==> config.mk <==
export PLATFORM = sky130hd
export DESIGN_NAME = cc_resolver
export DESIGN_NICKNAME = d
export VERILOG_FILES = /design/src/rtl/cc_resolver_pkg.sv /design/src/rtl/cc_nz.sv /design/src/rtl/cc_sub_flags.sv /design/src/rtl/cc_add_flags.sv /design/src/rtl/cc_resolver.sv
export SDC_FILE = /design/constraint.sdc
export NUM_CORES = 1
export LEC_CHECK = 0
export BUFFER_PORTS_ARGS = -buffer_cell sky130_fd_sc_hd__buf_2
export CORE_ASPECT_RATIO = 1.75
export CORE_MARGIN = 2
export CORE_UTILIZATION = 40
export DETAILED_ROUTE_END_ITERATION = 6
export PLACE_DENSITY = 0.7
export REMOVE_ABC_BUFFERS = 1
export SLEW_MARGIN = 20
export SYNTH_ARGS = -nofsm -noshare
export SYNTH_HDL_FRONTEND = slang
export SYNTH_SLANG_ARGS = --single-unit
export TNS_END_PERCENT = 100
==> constraint.sdc <==
create_clock -name clk_i -period 0.95 [get_ports clk_i]
set_input_delay 0.19 -clock clk_i [delete_from_list [all_inputs] [get_ports clk_i]]
set_output_delay 0.19 -clock clk_i [all_outputs]
set_load 0.005 [all_outputs]
==> src/rtl/cc_resolver_pkg.sv <==
package cc_resolver_pkg;
  localparam int unsigned DATA_W = 32;
  localparam int unsigned OP_W   = 4;
  localparam int unsigned FLAG_W = 5;

  localparam int unsigned FLAG_C = 0;
  localparam int unsigned FLAG_V = 1;
  localparam int unsigned FLAG_Z = 2;
  localparam int unsigned FLAG_N = 3;

  typedef enum logic [OP_W-1:0] {
    OP_PASS  = 4'd0,
    OP_LOGIC = 4'd1,
    OP_ADD   = 4'd2,
    OP_SUB   = 4'd3,
    OP_CMPB  = 4'd4,
    OP_CMPW  = 4'd5,
    OP_ADDX  = 4'd6,
    OP_SUBX  = 4'd7,
    OP_SHIFT = 4'd8
  } cc_op_e;

  typedef struct packed {
    logic rsv;
    logic n;
    logic z;
    logic v;
    logic c;
  } cc_flags_t;
endpackage

==> src/rtl/cc_nz.sv <==
module cc_nz #(
  parameter int unsigned W = 32
) (
  input  logic [W-1:0] val_i,
  output logic         n_o,
  output logic         z_o
);
  assign z_o = (val_i == '0);
  assign n_o = !z_o && val_i[W-1];
endmodule

==> src/rtl/cc_sub_flags.sv <==
module cc_sub_flags #(
  parameter int unsigned W   = 32,
  parameter bit          EXT = 1'b0
) (
  input  logic [W-1:0] dst_i,
  input  logic [W-1:0] src_i,
  output logic         n_o,
  output logic         z_o,
  output logic         v_o,
  output logic         c_o
);
  logic [W-1:0] minuend;
  logic [W-1:0] ovf_vec;

  // recover the minuend from difference and subtrahend
  assign minuend = dst_i + src_i + {{(W-1){1'b0}}, EXT};
  assign ovf_vec = (minuend ^ dst_i) & (minuend ^ src_i);
  assign v_o     = ovf_vec[W-1];

  generate
    if (EXT) begin : g_ext
      assign c_o = (minuend <= src_i);
    end else begin : g_plain
      assign c_o = (minuend < src_i);
    end
  endgenerate

  cc_nz #(.W(W)) nz_i (
    .val_i(dst_i),
    .n_o  (n_o),
    .z_o  (z_o)
  );
endmodule

==> src/rtl/cc_add_flags.sv <==
module cc_add_flags #(
  parameter int unsigned W   = 32,
  parameter bit          EXT = 1'b0
) (
  input  logic [W-1:0] dst_i,
  input  logic [W-1:0] src_i,
  output logic         v_o,
  output logic         c_o
);
  logic [W-1:0] other;
  logic [W-1:0] ovf_vec;

  // rebuild the first addend
  assign other   = dst_i - src_i - {{(W-1){1'b0}}, EXT};
  assign ovf_vec = (src_i ^ dst_i) & ~(other ^ src_i);
  assign v_o     = ovf_vec[W-1];

  generate
    if (EXT) begin : g_ext
      assign c_o = (dst_i <= src_i);
    end else begin : g_plain
      assign c_o = (dst_i < src_i);
    end
  endgenerate
endmodule

==> src/rtl/cc_resolver.sv <==
module cc_resolver
  import cc_resolver_pkg::*;
#(
  parameter int unsigned DW = DATA_W
) (
  input  logic              clk_i,
  input  logic              rst_ni,
  input  logic              req_i,
  input  logic [OP_W-1:0]   op_i,
  input  logic [DW-1:0]     src_i,
  input  logic [DW-1:0]     dst_i,
  input  logic              prev_z_i,
  output logic [FLAG_W-1:0] flags_o,
  output logic              err_o
);
  localparam int unsigned N_SUB = 4;  // 0: full, 1: byte, 2: word, 3: full extended
  localparam int unsigned N_ADD = 2;  // 0: plain, 1: extended

  logic [N_SUB-1:0] sub_n, sub_z, sub_v, sub_c;
  logic [N_ADD-1:0] add_v, add_c;
  logic             res_n, res_z;
  logic             legal;
  cc_flags_t        flags_d, flags_q;
  logic             err_q;

  cc_nz #(.W(DW)) res_nz_i (
    .val_i(dst_i),
    .n_o  (res_n),
    .z_o  (res_z)
  );

  generate
    for (genvar g = 0; g < N_SUB; g++) begin : g_sub
      localparam int unsigned SW  = (g == 1) ? 8 : (g == 2) ? 16 : DW;
      localparam bit          SEX = (g == 3);
      cc_sub_flags #(.W(SW), .EXT(SEX)) sub_i (
        .dst_i(dst_i[SW-1:0]),
        .src_i(src_i[SW-1:0]),
        .n_o  (sub_n[g]),
        .z_o  (sub_z[g]),
        .v_o  (sub_v[g]),
        .c_o  (sub_c[g])
      );
    end
    for (genvar e = 0; e < N_ADD; e++) begin : g_add
      cc_add_flags #(.W(DW), .EXT(e == 1)) add_i (
        .dst_i(dst_i),
        .src_i(src_i),
        .v_o  (add_v[e]),
        .c_o  (add_c[e])
      );
    end
  endgenerate

  assign legal = (op_i <= OP_SHIFT);

  always_comb begin
    flags_d = '0;
    unique case (op_i)
      OP_PASS:  flags_d = cc_flags_t'(dst_i[FLAG_W-1:0]);
      OP_LOGIC: begin
        flags_d.n = res_n;
        flags_d.z = res_z;
      end
      OP_ADD: begin
        flags_d.n = res_n;
        flags_d.z = res_z;
        flags_d.v = add_v[0];
        flags_d.c = add_c[0];
      end
      OP_SUB: begin
        flags_d.n = sub_n[0];
        flags_d.z = sub_z[0];
        flags_d.v = sub_v[0];
        flags_d.c = sub_c[0];
      end
      OP_CMPB: begin
        flags_d.n = sub_n[1];
        flags_d.z = sub_z[1];
        flags_d.v = sub_v[1];
        flags_d.c = sub_c[1];
      end
      OP_CMPW: begin
        flags_d.n = sub_n[2];
        flags_d.z = sub_z[2];
        flags_d.v = sub_v[2];
        flags_d.c = sub_c[2];
      end
      OP_ADDX: begin
        flags_d.n = res_n;
        flags_d.z = res_z & prev_z_i;  // extended forms may only clear Z
        flags_d.v = add_v[1];
        flags_d.c = add_c[1];
      end
      OP_SUBX: begin
        flags_d.n = sub_n[3];
        flags_d.z = sub_z[3] & prev_z_i;
        flags_d.v = sub_v[3];
        flags_d.c = sub_c[3];
      end
      OP_SHIFT: begin
        flags_d.n = res_n;
        flags_d.z = res_z;
        flags_d.c = (src_i != '0);
      end
      default:  flags_d = flags_q;
    endcase
  end

  always_ff @(posedge clk_i or negedge rst_ni) begin
    if (!rst_ni) begin
      flags_q <= '0;
      err_q   <= 1'b0;
    end else begin
      err_q <= req_i && !legal;
      if (req_i && legal) flags_q <= flags_d;
    end
  end

  assign flags_o = flags_q;
  assign err_o   = err_q;

  assert_illegal_hold_R11: assert property (@(posedge clk_i) disable iff (!rst_ni)
    (req_i && (op_i > OP_SHIFT)) |=> (err_o && $stable(flags_o)));

  assert_idle_hold_R12: assert property (@(posedge clk_i) disable iff (!rst_ni)
    !req_i |=> (!err_o && $stable(flags_o)));

  assert_ext_z_sticky_R9: assert property (@(posedge clk_i) disable iff (!rst_ni)
    (req_i && !prev_z_i && (op_i == OP_ADDX || op_i == OP_SUBX)) |=> !flags_o[FLAG_Z]);

  assert_logic_clear_R3: assert property (@(posedge clk_i) disable iff (!rst_ni)
    (req_i && op_i == OP_LOGIC) |=> (!flags_o[FLAG_V] && !flags_o[FLAG_C]));

  assert_nz_exclusive_R5: assert property (@(posedge clk_i) disable iff (!rst_ni)
    (req_i && op_i != OP_PASS && op_i <= OP_SHIFT) |=> !(flags_o[FLAG_N] && flags_o[FLAG_Z]));

  assert_shift_v_clear_R10: assert property (@(posedge clk_i) disable iff (!rst_ni)
    (req_i && op_i == OP_SHIFT) |=> (!flags_o[FLAG_V] && (flags_o[FLAG_C] == $past(src_i != '0))));
endmodule

Yosys cells after proc, flatten, opt, wreduce, memory -nomap -nowiden
Cells that the tools add are included.
{ "op_classes": {"add_sub_neg": 6, "magnitude_cmp": 7, "n_eq_ne": 8, "muxes": 4, "n_bitwise": 20, "reduce_logical": 26} }
{ "ops": {"columns": ["cell", "count"], "rows": [
  ["$xor 32x32->32", 7],
  ["$and 32x32->32", 4],
  ["$le 32x32->1", 2],
  ["$lt 32x32->1", 2],
  ["$not 32->32", 2],
  ["$add 32x1->32 const B", 1],
  ["$add 32x32->32", 1],
  ["$logic_not 32->1", 1],
  ["$reduce_bool 32->1", 1],
  ["$sub 32x1->32 const B", 1],
  ["$sub 32x32->32", 1],
  ["$xor 16x16->16", 2],
  ["$add 16x16->16", 1],
  ["$and 16x16->16", 1],
  ["$eq 4x3->1 const B", 4],
  ["$logic_not 16->1", 1],
  ["$lt 16x16->1", 1],
  ["$xor 8x8->8", 2],
  ["$pmux 2 s5", 1],
  ["$pmux 1 s9", 1],
  ["$reduce_bool 9->1", 1],
  ["$add 8x8->8", 1],
  ["$and 8x8->8", 1],
  ["$eq 4x2->1 const B", 2],
  ["18 further kinds", 29]
]} }
{ "word_totals": {"register_bits": 6, "in_bits": 72, "elab_cells": 77} }

Depth between registers and ports, before layout
{ "logic_depth": {"ltp_word": 6, "ltp_mapped": 27, "ltp_nobuf": 26} }

Hierarchy
From an unflattened synthesis, not the netlist that was laid out.
{ "hier_totals": {"cells_unflattened": 1322, "area_unflattened_um2": 9477.8} }
{ "modules_own_cells": {"columns": ["mod", "instances", "cells_each", "area_per_inst_um2"], "rows": [
  ["cc_sub_flags (g_sub[3].sub_i)", 1, 356, 2557.5],
  ["cc_sub_flags (g_sub[0].sub_i)", 1, 356, 2508.7],
  ["cc_sub_flags (g_sub[2].sub_i)", 1, 166, 1211.2],
  ["cc_add_flags (g_add[1].add_i)", 1, 138, 998.5],
  ["cc_add_flags (g_add[0].add_i)", 1, 115, 799.5],
  ["cc_resolver", 1, 92, 665.6],
  ["cc_sub_flags (g_sub[1].sub_i)", 1, 53, 422.9],
  ["cc_nz (g_sub[0].sub_i.nz_i ...)", 3, 12, 82.6],
  ["cc_nz (g_sub[2].sub_i.nz_i)", 1, 6, 37.5],
  ["cc_nz (g_sub[1].sub_i.nz_i)", 1, 4, 28.8]
]} }

Least setup slack after synthesis
OpenSTA, ideal clock, no wires.
{ "synth_timing": {"kind": "input to register", "from": "input src_i[2]", "to": "register flags_q, in the netlist flags_o[0]", "setup_time_ns": 0.126, "t_arrival_ns": 5.507, "slack_ns": -4.683, "stages": 24, "path_buffers": 2, "cell_sequence": "inv_1 ha_1 buf_6 nor2b_4 o2111ai_4 a2111oi_2 nor3_2 xnor2_2 or4_1 or4_1 buf_2 nor4_4 nand3_1 xnor2_1 ha_1 nand4_1 or2_2 or3_1 or3_1 a21oi_1 nor3_1 o22ai_1 nor3b_1 a21oi_1"} }
{ "synth_between": {"elab_chain_cells": 4, "word_cells_on_any_way": 12, "classes_between": "4 x add/sub; 6 x order compare; 1 x mux; 1 x reduce/logical"} }
{ "synth_rtl": {"columns": ["element", "line_no", "source"], "rows": [
  ["from (decl)", "cc_resolver.sv:10", "input logic [DW-1:0] src_i,"],
  ["$add 32x32->32", "cc_sub_flags.sv:16", "assign minuend = dst_i + src_i + {{(W-1){1'b0}}, EXT};"],
  ["$add 32x1->32", "cc_sub_flags.sv:16", null],
  ["$le 32x32->1", "cc_sub_flags.sv:22", "assign c_o = (minuend <= src_i);"],
  ["$pmux 1 s9 *", "cc_resolver.sv:59", "unique case (op_i)"],
  ["to (signal assigned)", "cc_resolver.sv:116", "if (req_i && legal) flags_q <= flags_d;"],
  ["to (decl)", "cc_resolver.sv:23", "cc_flags_t flags_d, flags_q;"]
]} }
Every way passes the cells marked *; elsewhere a longest branch is shown, timed or not.
A chain may end at the register's enable or synchronous reset.

Worst setup path in the final report
{ "layout_timing": {"from": "input src_i[6]", "to": "register flags_q, in the netlist flags_o[0]"} }
The elaborated chain is that of the path after synthesis.

==> flow_summary.ini <==
[cts]
cts_buffer_depth = 2
clkLatencyLatePin_ns = 0.23
clk_pin_slew_worst_paths_ns = 0.04
cts_tree = built
root_buffer = clkbuf_16
cts_buffers = 3
htreeDepth = 1
clock-sinks = 6

[layout]
utilization_pct = 65.3
final_net_count = 1749
area_growth_pct = 61.0
final_cell_mix = 454 x buf_4, 122 x ha_1, 86 x inv_1
layout_commonest_cell = buf_4
diodes = 0
drive_above_1_share_pct = 41.5

[critical_path]
crit_required_ns = 1.05
critical_path_class = in2reg
path_max_fanout = 13
arrival_ns = 5.80
critPathSlowestCell = or3_4
critPathMaxStageDelay_ns = 0.38
critPathCaptureType = flip-flop
cp-start-kind = input port
crit_path_frequent_cell = buf_4

[synth]
ys_warn_count = 0
async_flop_share_pct = 100
seq_area_frac_synth_pct = 2.06
ys_types = 96
ys_ff_latch = 6
syn_inst = 1045
avgSynthCellArea_um2 = 6.98
yosys_most_used_dff = dfrtp_1
yosysTopAreaCell = ha_1
synth_top_cell_area_share_pct = 21.4
synth_edf_count = 0
syn-cell-area_mm2 = 0.00729
synth_area_leaders = ha_1 21%, xnor2_1 6.2%, a21oi_1 5.5%, inv_1 4.5%, nor2_1 4.4%

[detailed_routing]
routedWlPerCell_um = 21.1
drc = 0
vias_per_cell = 6.05
ant_nets = 0
routed_wl_mm = 37.7
drt_iter0_markers = 798
num_vias = 10800
first_pass_iters = 6

[die]
dieWidth_um = 106
die_h_um = 183
start_util_pct = 40.6
io_pins = 78
die_area_mm2 = 0.0194
core_mm2 = 0.0180
fp-row-count = 65

[status]
status = finished, violations left
violations = setup timing

[grt]
use_met3_pct = 4.71
grt_remaining_overflow = 0
grt-busiest-layer = met2
grtUsageMet2_pct = 66.4
first_global_vias = 10900
grt_max_degree = 20
grtUsageTotal_pct = 36.5
met1_usage_pct = 34.1
antenna_found_initial = 0
grt_pass1_wl_mm = 55.5

[sta]
fin_crit_ns = 5.70
tightest_slew_ns = 0.891
hold_violations = 0
max_freq_ghz = 0.175
setup_ws_ns = -4.75
max_slew_margin_pct = 40.2
rsz0062_at_grt = yes
finClkSkew_ns = 0
setup_tns_ns = -10.66
drv_slew = 0
final.period_utilization_pct = 601
setup_viol = 9

[pwr]
power_density_mw_per_mm2 = 898
peakVddDrop_uv = 591
finalPower_uw = 10500
p_leak_uw = 0.00589

[job]
cap_violations = 0

[placement]
numPortBuffers = 77
gp_congestion = 1.05
hpwl_mm = 30.6

[min_path]
hp-class = in2reg
final timing paths:
| check | startpoint | endpoint | slack [ns] | depth (start not counted) |
|---|---|---|---|---|
| max in group asynchronous | rst_ni | err_o | 0.48 | 2 |
| min in group asynchronous | rst_ni | flags_o[2] | 0.32 | 2 |
| setup reg to reg | flags_o[0] | flags_o[0] | 0.11 | 2 |
| hold reg to reg | flags_o[4] | flags_o[4] | 0.49 | 1 |
| hold / removal | req_i | flags_o[2] | 0.22 | 2 |
| setup / recovery | src_i[6] | flags_o[0] | -4.75 | 28 |
report_power, final:
part	internal [uW]	switching [uW]
logic	4610	4920
registers	291	27.5
clock network	542	160
total	5440	5110
logic make-up (layout without fill, tap and decap cells):
group                    Yosys count  count (layout)  synth area share (%)
flip-flops                         6               6                  2.06
buffers and inverters            133             636                  7.92
XOR/XNOR                          62              62                  7.84
adder cells (fa/ha/maj)          127             127                  22.0
AND/OR/NAND/NOR                  391             391                  28.9
AO/OA/AOI/OAI                    320             320                  30.4
multiplexers                       6               6                 0.858
layout make-up:
| type | count | area [um2] |
|---|---|---|
| clock buffers | 3 | 75.1 |
| fillers | 1525 | 6230 |
| inverters | 91 | 342 |
| multi-input cells | 906 | 6930 |
| flip-flops and latches | 6 | 150 |
| well taps | 234 | 293 |
| repair buffers | 542 | 3960 |
worst max-delay path: cells and delay by family:
family          cells  cell delay, ns
fa+ha+maj           2            0.65
compound gates      6            0.85
buf+inv             6            0.80
simple gates       13            3.18
xor+xnor            1            0.14
stage by stage:
step	setup WS, ns	std cells	hold WS (ns)	cell area, um2
after floorplan	-4.78	1003	-0.106	7060
after global placement	-4.96	1756	0.0184	11100
after detailed placement	-5.09	1756	0.0211	11100
after CTS	-4.46	1764	0.203	11400
after global routing	-4.92	1782	0.239	11700
final	-4.75	1782	0.224	11700
registers in the layout, indices dropped and copies added, names as in the netlist:
name     count
err_o        1
flags_o      5
routing by layer:
layer | routed length (um) | vias to the layer above
met5 | 0 | -
met4 | 4980 | 0
met3 | 2360 | 270
met2 | 18200 | 582
met1 | 12200 | 5012
li1 | - | 4920
repair_timing:
action,in CTS,in global routing
setup endpoints to repair,6,7
gates resized for setup,46,46
pin swaps,28,28
buffers inserted,4,18
cloned,0,0
hold endpoints to repair,6,0
hold buffers,1,0
synth_stat cells (5+ instances only):
| cell | n |
|---|---|
| o2111ai_1 | 8 |
| a211oi_1 | 10 |
| xnor2_1 | 52 |
| nor3b_1 | 6 |
| or4_1 | 8 |
| ha_1 | 125 |
| and3_1 | 12 |
| a31oi_1 | 13 |
| o21bai_1 | 5 |
| xor2_1 | 7 |
| a21o_1 | 35 |
| inv_1 | 87 |
| a21oi_1 | 80 |
| o21a_1 | 18 |
| and2_1 | 7 |
| o31ai_1 | 11 |
| nor2_1 | 85 |
| nand2b_1 | 17 |
| clkbuf_1 | 29 |
| nand2_1 | 67 |
| a2111oi_0 | 10 |
| o22ai_1 | 5 |
| nor3_1 | 28 |
| nand4_1 | 29 |
| dfrtp_1 | 6 |
| a221oi_1 | 6 |
| nor2b_1 | 19 |
| or2_2 | 10 |
| or3_1 | 9 |
| o21ai_0 | 46 |
| nand3_1 | 27 |
| o211ai_1 | 11 |
| o311ai_0 | 5 |
| nor4_1 | 38 |
(Power assumes the default switching activity.)
